===== src/rtl/wiper_pkg.sv =====
package wiper_pkg;
  localparam int ADDR_W = 8;
  localparam int DATA_W = 8;
  localparam logic [ADDR_W-1:0] A_WIPER0 = 8'hF8;
  localparam logic [ADDR_W-1:0] A_WIPER1 = 8'hF9;
  localparam logic [ADDR_W-1:0] A_BOTH   = 8'hFA;
  localparam logic [ADDR_W-1:0] A_GAIN   = 8'hFB;

  typedef enum logic [2:0] {
    TGT_NONE,
    TGT_W0,
    TGT_W1,
    TGT_BOTH,
    TGT_GAIN
  } tgt_e;
endpackage


===== src/rtl/regbank_addr_dec.sv =====
module regbank_addr_dec
  import wiper_pkg::*;
(
  input  logic [ADDR_W-1:0] addr,
  output tgt_e              tgt
);
  always_comb begin
    unique case (addr)
      A_WIPER0: tgt = TGT_W0;
      A_WIPER1: tgt = TGT_W1;
      A_BOTH:   tgt = TGT_BOTH;
      A_GAIN:   tgt = TGT_GAIN;
      default:  tgt = TGT_NONE;
    endcase
  end
endmodule


===== src/rtl/gain_decoder.sv =====
module gain_decoder #(
  parameter int CODE_W = 3
) (
  input  logic [CODE_W-1:0] code,
  output logic [2:0]        sel
);
  always_comb begin
    if (code[2])      sel = 3'b100;
    else if (code[1]) sel = 3'b010;
    else              sel = 3'b001;
  end
endmodule


===== src/rtl/commit_timer.sv =====
module commit_timer #(
  parameter int BUSY_CYCLES = 2_000_000,
  localparam int CNT_W = $clog2(BUSY_CYCLES + 1)
) (
  input  logic clk,
  input  logic rst,
  input  logic arm_set,
  input  logic stop_evt,
  input  logic rstart_evt,
  output logic fire,
  output logic busy
);
  logic             armed;
  logic [CNT_W-1:0] cnt;

  assign fire = stop_evt && armed;

  always_ff @(posedge clk) begin
    if (rst) begin
      armed <= 1'b0;
    end else if (rstart_evt || stop_evt) begin
      armed <= 1'b0;
    end else if (arm_set) begin
      armed <= 1'b1;
    end
  end

  always_ff @(posedge clk) begin
    if (rst) begin
      busy <= 1'b0;
      cnt  <= '0;
    end else if (fire) begin
      busy <= 1'b1;
      cnt  <= CNT_W'(BUSY_CYCLES - 1);
    end else if (busy) begin
      if (cnt == '0) busy <= 1'b0;
      else           cnt  <= cnt - 1'b1;
    end
  end
endmodule


===== src/rtl/wiper_regbank.sv =====
module wiper_regbank
  import wiper_pkg::*;
#(
  parameter int               POS_W       = 6,
  parameter int               BUSY_CYCLES = 2_000_000,
  parameter logic [POS_W-1:0] POS_DEFAULT = 6'h1F,
  parameter logic [7:0]       GAIN_DEFAULT = 8'h11
) (
  input  logic              clk,
  input  logic              rst,
  input  logic              wr_en,
  input  logic [ADDR_W-1:0] wr_addr,
  input  logic [DATA_W-1:0] wr_data,
  input  logic              rd_en,
  input  logic [ADDR_W-1:0] rd_addr,
  output logic [DATA_W-1:0] rd_data,
  input  logic              stop_evt,
  input  logic              rstart_evt,
  input  logic              wprot,
  output logic [POS_W-1:0]  wiper0,
  output logic [POS_W-1:0]  wiper1,
  output logic [2:0]        gain_sel0,
  output logic [2:0]        gain_sel1,
  output logic              busy
);
  localparam int CHANNELS = 2;
  localparam int NIBBLE   = DATA_W / CHANNELS;
  localparam int CODE_W   = NIBBLE - 1;

  tgt_e wr_tgt, rd_tgt;
  logic wr_ok, fire;
  logic [DATA_W-1:0] gain_q, gain_n, gain_clean;
  logic [DATA_W-1:0] nv_gain = GAIN_DEFAULT;
  logic [POS_W-1:0]  nv_w0   = POS_DEFAULT;
  logic [POS_W-1:0]  nv_w1   = POS_DEFAULT;
  logic [2:0]        sel_n [CHANNELS];

  regbank_addr_dec u_wdec (.addr(wr_addr), .tgt(wr_tgt));
  regbank_addr_dec u_rdec (.addr(rd_addr), .tgt(rd_tgt));

  assign wr_ok = wr_en && !wprot && !busy && (wr_tgt != TGT_NONE);

  commit_timer #(.BUSY_CYCLES(BUSY_CYCLES)) u_commit (
    .clk(clk), .rst(rst), .arm_set(wr_ok), .stop_evt(stop_evt),
    .rstart_evt(rstart_evt), .fire(fire), .busy(busy)
  );

  // reserved top bit of each nibble is cleared on the way in
  always_comb begin
    for (int c = 0; c < CHANNELS; c++) begin
      gain_clean[c*NIBBLE +: NIBBLE] = {1'b0, wr_data[c*NIBBLE +: CODE_W]};
    end
  end

  always_comb begin
    if (rst)                             gain_n = nv_gain;
    else if (wr_ok && wr_tgt == TGT_GAIN) gain_n = gain_clean;
    else                                 gain_n = gain_q;
  end

  generate
    for (genvar g = 0; g < CHANNELS; g++) begin : g_gain
      gain_decoder #(.CODE_W(CODE_W)) u_gdec (
        .code(gain_n[g*NIBBLE +: CODE_W]), .sel(sel_n[g])
      );
    end
  endgenerate

  always_ff @(posedge clk) begin
    gain_q    <= gain_n;
    gain_sel0 <= sel_n[0];
    gain_sel1 <= sel_n[1];
    if (rst) begin
      wiper0 <= nv_w0;
      wiper1 <= nv_w1;
    end else if (wr_ok) begin
      if (wr_tgt == TGT_W0 || wr_tgt == TGT_BOTH) wiper0 <= wr_data[POS_W-1:0];
      if (wr_tgt == TGT_W1 || wr_tgt == TGT_BOTH) wiper1 <= wr_data[POS_W-1:0];
    end
  end

  always_ff @(posedge clk) begin
    if (fire) begin
      nv_w0   <= wiper0;
      nv_w1   <= wiper1;
      nv_gain <= gain_q;
    end
  end

  always_ff @(posedge clk) begin
    if (rst) begin
      rd_data <= '0;
    end else if (rd_en) begin
      unique case (rd_tgt)
        TGT_W0:   rd_data <= DATA_W'(wiper0);
        TGT_W1:   rd_data <= DATA_W'(wiper1);
        TGT_GAIN: rd_data <= gain_q;
        default:  rd_data <= '0;
      endcase
    end
  end
endmodule


===== config.mk =====
export PLATFORM = sky130hd
export DESIGN_NAME = wiper_regbank
export DESIGN_NICKNAME = d
export VERILOG_FILES = /design/src/rtl/wiper_pkg.sv /design/src/rtl/regbank_addr_dec.sv /design/src/rtl/gain_decoder.sv /design/src/rtl/commit_timer.sv /design/src/rtl/wiper_regbank.sv
export SDC_FILE = /design/constraint.sdc
export NUM_CORES = 1
export LEC_CHECK = 0
export ABC_AREA = 1
export CAP_MARGIN = 10
export CORE_UTILIZATION = 45
export DETAILED_ROUTE_END_ITERATION = 10
export GPL_ROUTABILITY_DRIVEN = 0
export PLACE_DENSITY = 0.71
export SKIP_LAST_GASP = 1
export SYNTH_ARGS = -nofsm -noshare
export SYNTH_HDL_FRONTEND = slang
export SYNTH_HIERARCHICAL = 1
export SYNTH_SLANG_ARGS = --single-unit

===== constraint.sdc =====
create_clock -name clk -period 2.1 [get_ports clk]
set_clock_uncertainty 0.15 [all_clocks]
set_input_delay 0.63 -clock clk [delete_from_list [all_inputs] [get_ports clk]]
set_output_delay 0.63 -clock clk [all_outputs]
set_load 0.02 [all_outputs]

# --- Yosys cells after proc, flatten, opt, wreduce, memory -nomap -nowiden ---
# Index checks and enable logic that the tools add are counted.
# Widths: inputs -> output; s select.
totals:
  ff_bits: 77
  inputBits: 31
  out_inout_bits: 27
classes:
  n_addsub: 1
  eq_ne: 16
  n_mux: 19
  bitwise: 1
  n_reduce_logical: 23
ops:
  columns: ["op", "n"]
  rows:
  - ["$eq 8x8->1 const B", 8]
  - ["$mux 21", 3]
  - ["$mux 6", 6]
  - ["$pmux 3 s4", 2]
  - ["$pmux 8 s3", 1]
  - ["$logic_not 21->1", 1]
  - ["$sub 21x1->21 const B", 1]
  - ["$mux 8", 2]
  - ["$reduce_bool 2->1", 5]
  - ["$eq 3x2->1 const B", 3]
  - ["$reduce_and 2->1", 4]
  - ["$eq 3x1->1 const B", 2]
  - ["$eq 3x3->1 const B", 2]
  - ["$logic_and 1x1->1", 5]
  - ["$mux 2", 2]
  - ["$reduce_or 2->1", 2]
  - ["$logic_or 1x1->1", 3]
  - ["$mux 1", 3]
  - ["$reduce_bool 3->1", 1]
  - ["$logic_not 1->1", 2]
  - ["$ne 2x2->1 const B", 1]
  - ["$not 1->1", 1]

# --- Depth between registers and ports, before layout ---
# Gate-level depths: netlist of run 1.
logic_depth:
  ltp_word: 8
  mapped_depth: 14
  ltp_nobuf: 14

# --- Modules after synthesis ---
# The synthesis of run 1 kept the hierarchy.
modules_own_cells:
  columns: ["mod", "instances", "cells_per_inst", "area_each_um2", "seq_area_each_um2"]
  rows:
  - ["wiper_regbank", 1, 191, 2074.5, 1421.4]
  - ["commit_timer", 1, 229, 1445.1, 460.4]
  - ["regbank_addr_dec", 2, 11, 46.3, 0.0]
  - ["gain_decoder", 2, 4, 21.3, 0.0]

# --- Worst setup path before layout of run 1 ---
# OpenSTA, ideal clock, no wires.
synth_path:
  path_kind: "input to register"
  startpoint: "input wr_addr[5]"
  endpoint: "register wiper0[0], enable pin"
  arrival_time_ps: 1566
  required_ps: 1570
  slack_ps: 4
  cell_stages: 6
  cell_sequence: "nand2_1 > nor2_1 > nand2_1 > nor2_1 > inv_2 > o31ai_1"
synth_between:
  elab_chain_len: 6
  word_cells_on_any_way: 13
synth_rtl:
  columns: ["element", "line", "rtl"]
  rows:
  - ["start: declaration", "wiper_regbank.sv:12", "input logic [ADDR_W-1:0] wr_addr,"]
  - ["$eq 8x8->1", "regbank_addr_dec.sv:8", "unique case (addr)"]
  - ["$pmux 3 s4 (*)", "regbank_addr_dec.sv:8", null]
  - ["net wr_tgt[0]", "wiper_regbank.sv:30", "tgt_e wr_tgt, rd_tgt;"]
  - ["$eq 3x1->1 (tied with other cells)", "wiper_regbank.sv:77", "if (wr_tgt == TGT_W0 || wr_tgt == TGT_BOTH) wiper0 <= wr_data[POS_W-1:0];"]
  - ["$logic_or 1x1->1 or $logic_and 1x1->1 (tied branches)", "wiper_regbank.sv:77, wiper_regbank.sv:41", null]
  - ["$reduce_bool 2->1 (no line)", null, null]
  - ["$reduce_and 2->1 (no line) (*)", null, null]
  - ["end signal: assignment", "wiper_regbank.sv:74", "wiper0 <= nv_w0;"]
  - ["end signal: assignment", "wiper_regbank.sv:77", null]
  - ["end: declaration", "wiper_regbank.sv:20", "output logic [POS_W-1:0] wiper0,"]
# Mark *: on every way through the listed nets, which the timed path passes. The rest lies on a longest branch.
# A chain may end at the register's enable or synchronous reset.

# --- Worst setup path in the final report of run 1 ---
layout_path:
  startpoint: "register gain_sel0[2]"
  endpoint: "output gain_sel0[2]"
layout_lines:
  columns: ["element", "line", "rtl"]
  rows:
  - ["start: declaration", "wiper_regbank.sv:22", "output logic [2:0] gain_sel0,"]
  - ["start signal: assignment", "wiper_regbank.sv:71", "gain_sel0 <= sel_n[0];"]
# No word-level cell between the ends.

==> flow_summary.yaml, run 1 <==
global_routing:
  grt_pass1_wl_um: 14200
  grt-ovfl-total: 0
  grt_pass1_vias: 3050
  grt_max_degree: 27
  grt.total_usage_pct: 21.7
  antenna_found_initial: 0
drt:
  drt-initial-drc-count: 204
  wl_per_cell_um: 13.2
  ant_nets: 0
  first_pass_iters: 5
  drc: 0
  routed_wirelength_um: 8400
  routed-via-count: 3219
  via_per_inst: 5.07
clocking:
  cts_max_level: 3
  cts_buffers: 9
  cts.sinks: 77
  clkLatencyLatePin_ns: 0.35
  cts_tree: "built"
  ctsRootBufferMaster: "clkbuf_8"
  cts.clk_slew.worst_paths_ns: 0.09
  ctsLongestPathBuffers: 2
timing:
  hold_violations: 0
  fmax_mhz: 490
  slew_violations: 0
  period_needed_ns: 2.04
  post-route-period-util_pct: 97.2
  hold_ws_ns: 0.305
  relSlewSlack_pct: 76.4
  tightest_slew_ns: 0.353
  setup_violations: 0
placement:
  hpwlAfterDp_um: 5870
  io_buffers: 56
synthesis:
  yosysMostFrequentCell: "nand2_1"
  netlist.top_cell.by_area: "edfxtp_1"
  synth_area_leaders: "edfxtp_1, dfxtp_1, nand2_1, nor2_1, nand3_1"
  ys.flop_type: "dfxtp_1"
  ys_seq_area_share_pct: 51.5
  syn_nets: 483
  async_reset_ff_share_pct: 0
  yosysTopAreaCellShare_pct: 27.9
  synth_seq_cells: 77
  netlist_instances: 450
  ys_types: 34
  synth_area_um2: 3650
  synth_commonest_cells: "nand2_1, nor2_1, dfxtp_1"
  yosysWarnings: 6
  synth_edf_count: 34
  syn_area_per_cell_um2: 8.12
worst_setup_path:
  criticalPathCategory: "register to primary output"
  crit_slowest_cell: "clkdlybuf4s50_1"
  slowest_delay_ns: 0.59
  path_delay_family: "buffers and inverters"
  worstPathBufferInverterCount: 1
  crit_path_cell_trace: "clkdlybuf4s50_1"
  r2r_slack_ns: 0.28
  critPathCaptureType: "primary output"
  required_ns: 1.32
  worst-path-max-fanout: 1
  startpoint_type: "register"
  critPathArrivalTime_ns: 1.26
die:
  initial_core_util_pct: 46.8
  dieHeight_um: 92.1
  io_pins: 58
  die_area_um2: 8490
  core_um2: 7810
  die_w_um: 92.1
  rows: 32
power_and_ir_drop:
  power_density_nw_per_um2: 616
  p_int_mw: 2.17
  p_leak_nw: 2.33
  sw_frac_of_total_pct: 25.8
  pwr-share-comb_pct: 8.5
  switching_power_mw: 0.756
  p_clk_share_pct: 36.1
  total_power_mw: 2.93
  seqPwrFrac_pct: 55.5
  vdd.ir_drop.worst_v: 0.000421
finish:
  nets: 561
  drive_gt1_share_pct: 17.1
  syn2layout_area_growth_pct: 30.0
  antenna_cells: 0
job:
  maxCapViolCount: 0
hold_path:
  hold_path_class: "register to register"
outcome:
  status: "finished, final reports clean"
-- cells by family after synthesis --
family | count (synthesis) | share of synthesized area [%]
flip-flops | 77 | 51.5
AND/OR/NAND/NOR | 256 | 31.5
adder cells (fa/ha/maj) | 2 | 0.685
AO/OA/AOI/OAI | 40 | 5.96
buffers and inverters | 67 | 8.42
XOR/XNOR | 8 | 1.92
-- cell usage in the layout, fill, tap and decap left out, types with 21 or more instances in the layout --
master / instances
clkdlybuf4s50_1: 27
nand3_1: 31
nand2_1: 126
inv_1: 40
nand4_1: 21
buf_4: 23
edfxtp_1: 34
nor2_1: 41
dfxtp_1: 43
-- registers in the layout, indices dropped and copies added (netlist names) --
name	count
gain_sel1	3
u_commit/armed	1
gain_sel0	3
nv_gain	8
gain_q	8
wiper1	6
u_commit/cnt	21
nv_w1	6
wiper0	6
rd_data	8
u_commit/busy	1
nv_w0	6
-- worst paths after layout --
kind | end | depth (start not counted) | startpoint
setup / recovery | gain_sel0[2] | 1 | gain_sel0[2]
hold reg to reg | gain_q[4] | 2 | nv_gain[4]
hold / removal | gain_q[4] | 2 | nv_gain[4]
setup reg to reg | u_commit/cnt[20] | 11 | u_commit/cnt[0]
-- area by class of cell --
type / instances / area [µm²]
tap: 102 / 128
clock buffer: 9 / 124
clock inverter: 7 / 62.6
inverter: 51 / 194
sequential: 77 / 1880
fill: 704 / 3060
multi-input combinational: 306 / 1540
timing repair buffer: 83 / 823
-- metal layers --
metal | vias to the layer above | global-route usage, % | routed length [µm] | share of wire [%]
met5 | - | 0 | 0 | 0
met4 | 0 | 8.07 | 116 | 1.4
met3 | 14 | 4.81 | 576 | 6.9
met2 | 117 | 32.8 | 3750 | 45
met1 | 1468 | 30.2 | 3960 | 47
li1 | 1620 | - | - | -
-- power by group through the flow --
stage | Combinational, mW | Sequential [mW] | Clock, mW
floorplan | 0.0814 | 1.68 | 0
global route | 0.271 | 1.63 | 1.16
finish | 0.248 | 1.62 | 1.06
CTS | 0.239 | 1.62 | 1.08
detailed placement | 0.246 | 1.66 | 0
global placement | 0.241 | 1.66 | 0
-- what timing repair did --
item | in CTS | in global routing
endpoints found under the setup margin | 22 | 35
pin swaps | 1 | 12
hold buffers | 0 | 0
gates resized for setup | 14 | 42
setup buffers | 1 | 2
-- metrics by stage --
step | worst slack, ns | area [µm²] | instances | setup TNS, ns | utilization (%)
after detailed placement | -0.444 | 4430 | 616 | -10.35 | 56.8
after floorplan | 0.00412 | 3650 | 450 | 0 | -
after global routing | -0.00492 | 4750 | 635 | -0.00715 | 60.8
after global placement | -0.397 | 4430 | 616 | -9.36 | 56.8
after CTS | 0.00853 | 4620 | 633 | 0 | 59.1
final | 0.0583 | 4750 | 635 | 0 | 60.8
(Power assumes the default switching activity.)
==> inputs of run 2 (changes only) <==
--- a/config.mk
+++ b/config.mk
@@ -10,7 +10,7 @@
 export CORE_UTILIZATION = 45
 export DETAILED_ROUTE_END_ITERATION = 10
 export GPL_ROUTABILITY_DRIVEN = 0
-export PLACE_DENSITY = 0.71
+export PLACE_DENSITY = 0.77
 export SKIP_LAST_GASP = 1
 export SYNTH_ARGS = -nofsm -noshare
 export SYNTH_HDL_FRONTEND = slang
==> run 2 against run 1 <==
Effect of this change:
- cell area shrank 0.84%
- sequential share of layout area grew 0.34 points
- routed wire length grew 1.2%
- clock-buffer cell count grew 2
- sequential power is essentially flat
- clock power grew 17%
- worst setup slack gained 0.00088 ns
- utilization shrank 0.51 points
- non-clock buffer count shrank 4
- register-to-register slack lost 0.03 ns
- global-route usage is essentially flat
- critical path depth is the same
==> flow_summary.yaml, run 2 (synthesis results as in run 1) <==
drt:
  first_pass_iters: 5
  via_per_inst: 5.14
  drc: 0
  drt-initial-drc-count: 190
  routed_wirelength_um: 8500
  routed-via-count: 3241
  wl_per_cell_um: 13.5
  ant_nets: 0
worst_setup_path:
  slowest_delay_ns: 0.60
  critPathArrivalTime_ns: 1.26
  required_ns: 1.32
  worst-path-max-fanout: 1
  crit_path_cell_trace: "clkdlybuf4s50_1"
  startpoint_type: "register"
  criticalPathCategory: "register to primary output"
  path_delay_family: "buffers and inverters"
  critPathCaptureType: "primary output"
  crit_slowest_cell: "clkdlybuf4s50_1"
  worstPathBufferInverterCount: 1
clocking:
  cts.sinks: 77
  cts_max_level: 3
  cts.clk_slew.worst_paths_ns: 0.08
  cts_buffers: 9
  holdBufCountCts: 0
  ctsRootBufferMaster: "clkbuf_8"
  ctsLongestPathBuffers: 2
  cts_tree: "built"
  clkLatencyLatePin_ns: 0.36
global_routing:
  grt_pass1_vias: 2998
  grt-ovfl-total: 0
  grt_pass1_wl_um: 14100
  antenna_found_initial: 0
  grt.total_usage_pct: 21.6
  grt_max_degree: 21
power_and_ir_drop:
  p_int_mw: 2.39
  power_density_nw_per_um2: 659
  pwr-share-comb_pct: 7.8
  p_leak_nw: 2.28
  vdd.ir_drop.worst_v: 0.000351
  switching_power_mw: 0.714
  total_power_mw: 3.11
  p_clk_share_pct: 39.8
  seqPwrFrac_pct: 52.4
  sw_frac_of_total_pct: 23.0
timing:
  period_needed_ns: 2.04
  post-route-period-util_pct: 97.2
  hold_ws_ns: 0.296
  setup_tns_ns: 0
  rsz0062_at_grt: "yes"
  slew_violations: 0
  fmax_mhz: 490
  hold_violations: 0
  setup_violations: 0
  relSlewSlack_pct: 78.4
  tightest_slew_ns: 0.324
hold_path:
  hold_path_class: "register to register"
finish:
  multi_input_area_um2: 1520
  antenna_cells: 0
  regArea_um2: 1880
  drive_gt1_share_pct: 15.5
  n_fill_cell: 674
  largest_register_ffs: 21
  nets: 557
  top_register: "u_commit/cnt"
  fin_util_pct: 60.3
  final_cells: 631
  final_common_cell: "nand2_1"
  final_cell_mix: "nand2_1, nor2_1, dfxtp_1"
  syn2layout_area_growth_pct: 28.9
placement:
  hpwlAfterDp_um: 5970
  dp_cells: 614
  io_buffers: 56
die:
  die_w_um: 92.1
  dieHeight_um: 92.1
  core_um2: 7810
  initial_core_util_pct: 46.8
  die_area_um2: 8490
  rows: 32
  io_pins: 58
job:
  maxCapViolCount: 0
outcome:
  status: "finished, final reports clean"
==> run 2: cell types whose count changed in the layout (fill, tap and decap cells not counted), sizes merged <==
cell,before,now
dlymetal6s2s,17,14
buf,27,23
inv,56,50
bufinv,0,2
clkbuf,9,11
clkinv,1,3
clkdlybuf4s50,27,30
==> run 2: timing repair <==
item | in CTS | in global routing
resized for setup | 15 | 33
hold endpoints to repair | 0 | 0
setup endpoints to repair | 18 | 37
pin swaps | 0 | 17
setup buffers | 0 | 1
==> run 2: worst paths after layout <==
kind                            cells after the start             from  slack [ns]          endpoint
worst min register to register                      2       nv_gain[4]        0.30         gain_q[4]
worst min-delay path                                2       nv_gain[4]        0.30         gain_q[4]
worst max register to register                     11  u_commit/cnt[0]        0.25  u_commit/cnt[20]
worst max-delay path                                1     gain_sel1[0]        0.06      gain_sel1[0]
==> run 2: worst reg2reg max path, delay by kind of cell, from the launching register on <==
| kind | cells | cell delay (ns) |
|---|---|---|
| adders and majority gates | 1 | 0.23 |
| DFF | 1 | 0.33 |
| buffers and inverters | 2 | 0.19 |
| and+or+nand+nor | 8 | 0.87 |
==> run 2: final cells by class <==
class,count,share of cell area [%]
clock buffers,11,2.79
clock inverters,5,1.81
inverters,51,4.17
multi-input cells,306,32.2
flip-flops and latches,77,39.9
well taps,102,2.71
repair buffers,79,16.3
==> run 2: power by group through the flow <==
stage	clock network [mW]	registers [mW]	logic (mW)
after floorplan	0	1.68	0.0814
after global placement	0	1.66	0.238
after detailed placement	0	1.66	0.242
after CTS	1.25	1.63	0.236
after global routing	1.32	1.63	0.261
final	1.24	1.63	0.241
==> run 2: per-stage QoR <==
step	cell area [µm²]	setup slack, ns
2_1_floorplan	3650	0.00412
3_3_place_gp	4400	-0.356
3_5_place_dp	4400	-0.419
4_1_cts	4610	0.0178
5_1_grt	4710	-0.0236
6_report	4710	0.0592
==> run 2: layer usage <==
layer | wire (µm) | track usage, % | up-vias
met2 | 4210 | 35.9 | 134
met4 | 99 | 7.55 | 0
li1 | - | - | 1613
met3 | 575 | 5.80 | 8
met5 | 0 | 0 | -
met1 | 3610 | 27.1 | 1486
==> inputs of run 3 (changes only) <==
--- a/config.mk
+++ b/config.mk
@@ -7,10 +7,10 @@
 export LEC_CHECK = 0
 export ABC_AREA = 1
 export CAP_MARGIN = 10
-export CORE_UTILIZATION = 45
+export CORE_UTILIZATION = 48
 export DETAILED_ROUTE_END_ITERATION = 10
 export GPL_ROUTABILITY_DRIVEN = 0
-export PLACE_DENSITY = 0.77
+export PLACE_DENSITY = 0.81
 export SKIP_LAST_GASP = 1
 export SYNTH_ARGS = -nofsm -noshare
 export SYNTH_HDL_FRONTEND = slang
==> run 3 against run 2 <==
Effect of this change:
- sequential power barely moved
- register-to-register slack improved by 0.06 ns
- cell area rose by 1.1%
- global-route usage rose by 0.56 points
- highest routed layer unchanged
- fmax fell by 1.1%
- sequential cell count did not move
- critical path type unchanged
==> flow_summary.yaml, run 3 (synthesis results as in run 1) <==
outcome:
  status: "finished, final reports clean"
power_and_ir_drop:
  pwr-share-comb_pct: 8.4
  vdd.ir_drop.worst_v: 0.000365
  power_density_nw_per_um2: 639
  p_int_mw: 2.34
  switching_power_mw: 0.701
  p_clk_share_pct: 38.2
  sw_frac_of_total_pct: 23.0
  total_power_mw: 3.04
  p_leak_nw: 2.27
  seqPwrFrac_pct: 53.4
worst_setup_path:
  path_delay_family: "buffers and inverters"
  crit_slowest_cell: "clkdlybuf4s50_1"
  startpoint_type: "register"
  reg2reg_depth: 11
  worstPathBufferInverterCount: 1
  criticalPathCategory: "register to primary output"
  worst-path-max-fanout: 2
  critPathCaptureType: "primary output"
  cp.depth: 1
  required_ns: 1.32
  crit_path_cell_trace: "clkdlybuf4s50_1"
  critPathArrivalTime_ns: 1.28
  slowest_delay_ns: 0.60
finish:
  antenna_cells: 0
  top_register: "u_commit/cnt"
  nets: 557
  final_cell_mix: "nand2_1, dfxtp_1, nor2_1, inv_1, edfxtp_1"
  n_fill_cell: 623
  final_common_cell: "nand2_1"
  drive_gt1_share_pct: 18.1
  syn2layout_area_growth_pct: 30.3
  final_cells: 628
  largest_register_ffs: 21
global_routing:
  antenna_found_initial: 0
  grt_max_degree: 22
  grt-ovfl-total: 0
  grt_pass1_vias: 2930
  grt_pass1_wl_um: 13300
  grt.total_usage_pct: 22.2
timing:
  post-route-period-util_pct: 98.2
  fmax_mhz: 485
  hold_ws_ns: 0.309
  relSlewSlack_pct: 78.2
  setup_violations: 0
  hold_violations: 0
  slew_violations: 0
  setup_ws_ns: 0.0369
  setup_tns_ns: 0
  tightest_slew_ns: 0.326
  period_needed_ns: 2.06
clocking:
  ctsRootBufferMaster: "clkbuf_8"
  ctsLongestPathBuffers: 2
  cts.clk_slew.worst_paths_ns: 0.08
  clkLatencyLatePin_ns: 0.35
  cts_tree: "built"
  cts_buffers: 9
  cts_max_level: 3
  holdBufCountCts: 0
  cts.sinks: 77
hold_path:
  hold_path_class: "register to register"
  whs_path_depth: 2
placement:
  hpwlAfterDp_um: 5930
  io_buffers: 56
  dp_cells: 611
  dp_slack_ns: -0.470
drt:
  ant_nets: 0
  drc: 0
  routed_wirelength_um: 8450
  via_per_inst: 5.13
  first_pass_iters: 4
  wl_per_cell_um: 13.5
  drt-initial-drc-count: 178
  routed-via-count: 3224
die:
  die_w_um: 89.3
  initial_core_util_pct: 50.1
  die_area_um2: 7970
  rows: 31
  dieHeight_um: 89.3
  io_pins: 58
  core_um2: 7290
job:
  maxCapViolCount: 0
run 3: cell types whose count changed in the layout (fill, tap and decap cells not counted), sizes merged:
cell / previous run / this run
bufinv: 2 / 1
clkinv: 3 / 2
dlymetal6s2s: 14 / 13
dlygate4sd2: 12 / 13
inv: 50 / 52
run 3: layout make-up:
cell class	instances	area [µm²]	share of cell area [%]
Sequential cell	77	1880	39.5
Multi-Input combinational cell	306	1570	32.9
Timing Repair Buffer	79	786	16.5
Clock inverter	5	56.3	1.18
Tap cell	99	124	2.60
Clock buffer	11	153	3.21
Inverter	51	194	4.07
run 3: layer usage:
| metal | vias to the layer above | track usage, % | part of all wire, % |
|---|---|---|---|
| met5 | - | 0 | 0 |
| met4 | 0 | 8.08 | 1.3 |
| met3 | 10 | 4.89 | 6.4 |
| met2 | 104 | 36.6 | 49 |
| met1 | 1500 | 28.8 | 43 |
| li1 | 1610 | - | - |
run 3: per-stage QoR:
| step | cell area [µm²] | utilization (%) |
|---|---|---|
| 2_1_floorplan | 3650 | - |
| 3_3_place_gp | 4410 | 60.5 |
| 3_5_place_dp | 4410 | 60.5 |
| 4_1_cts | 4610 | 63.3 |
| 5_1_grt | 4760 | 65.3 |
| 6_report | 4760 | 65.3 |
run 3: path summary, 6_finish.rpt:
path	startpoint	end	slack (ns)
hold reg to reg	nv_gain[4]	gain_q[4]	0.31
setup reg to reg	u_commit/cnt[0]	u_commit/cnt[18]	0.31
hold / removal	nv_gain[4]	gain_q[4]	0.31
setup / recovery	rd_data[3]	rd_data[3]	0.04
run 3: power by group through the flow:
stage               clock, mW  combinational, mW  sequential (mW)
floorplan                   0             0.0814             1.68
global placement            0              0.243             1.66
detailed placement          0              0.249             1.66
CTS                      1.18              0.242             1.62
global route             1.25              0.276             1.63
finish                   1.16              0.256             1.63
run 3: what timing repair did:
| item | 4_1_cts | 5_1_grt |
|---|---|---|
| endpoints found under the setup margin | 24 | 33 |
| buffers inserted | 0 | 1 |
| pin swaps | 0 | 16 |
| gates cloned | 0 | 0 |
| gates resized for setup | 16 | 49 |
run 3: worst reg2reg max path, cell delays in order (launching register included):
cell	delay, ns
dfxtp_1	0.33
inv_1	0.13
ha_1	0.22
nand2_2	0.11
nor2_2	0.21
nand2_1	0.11
nor2_1	0.15
nand3_1	0.08
nand2_1	0.06
nand3_1	0.06
nand2_1	0.06
inv_1	0.03
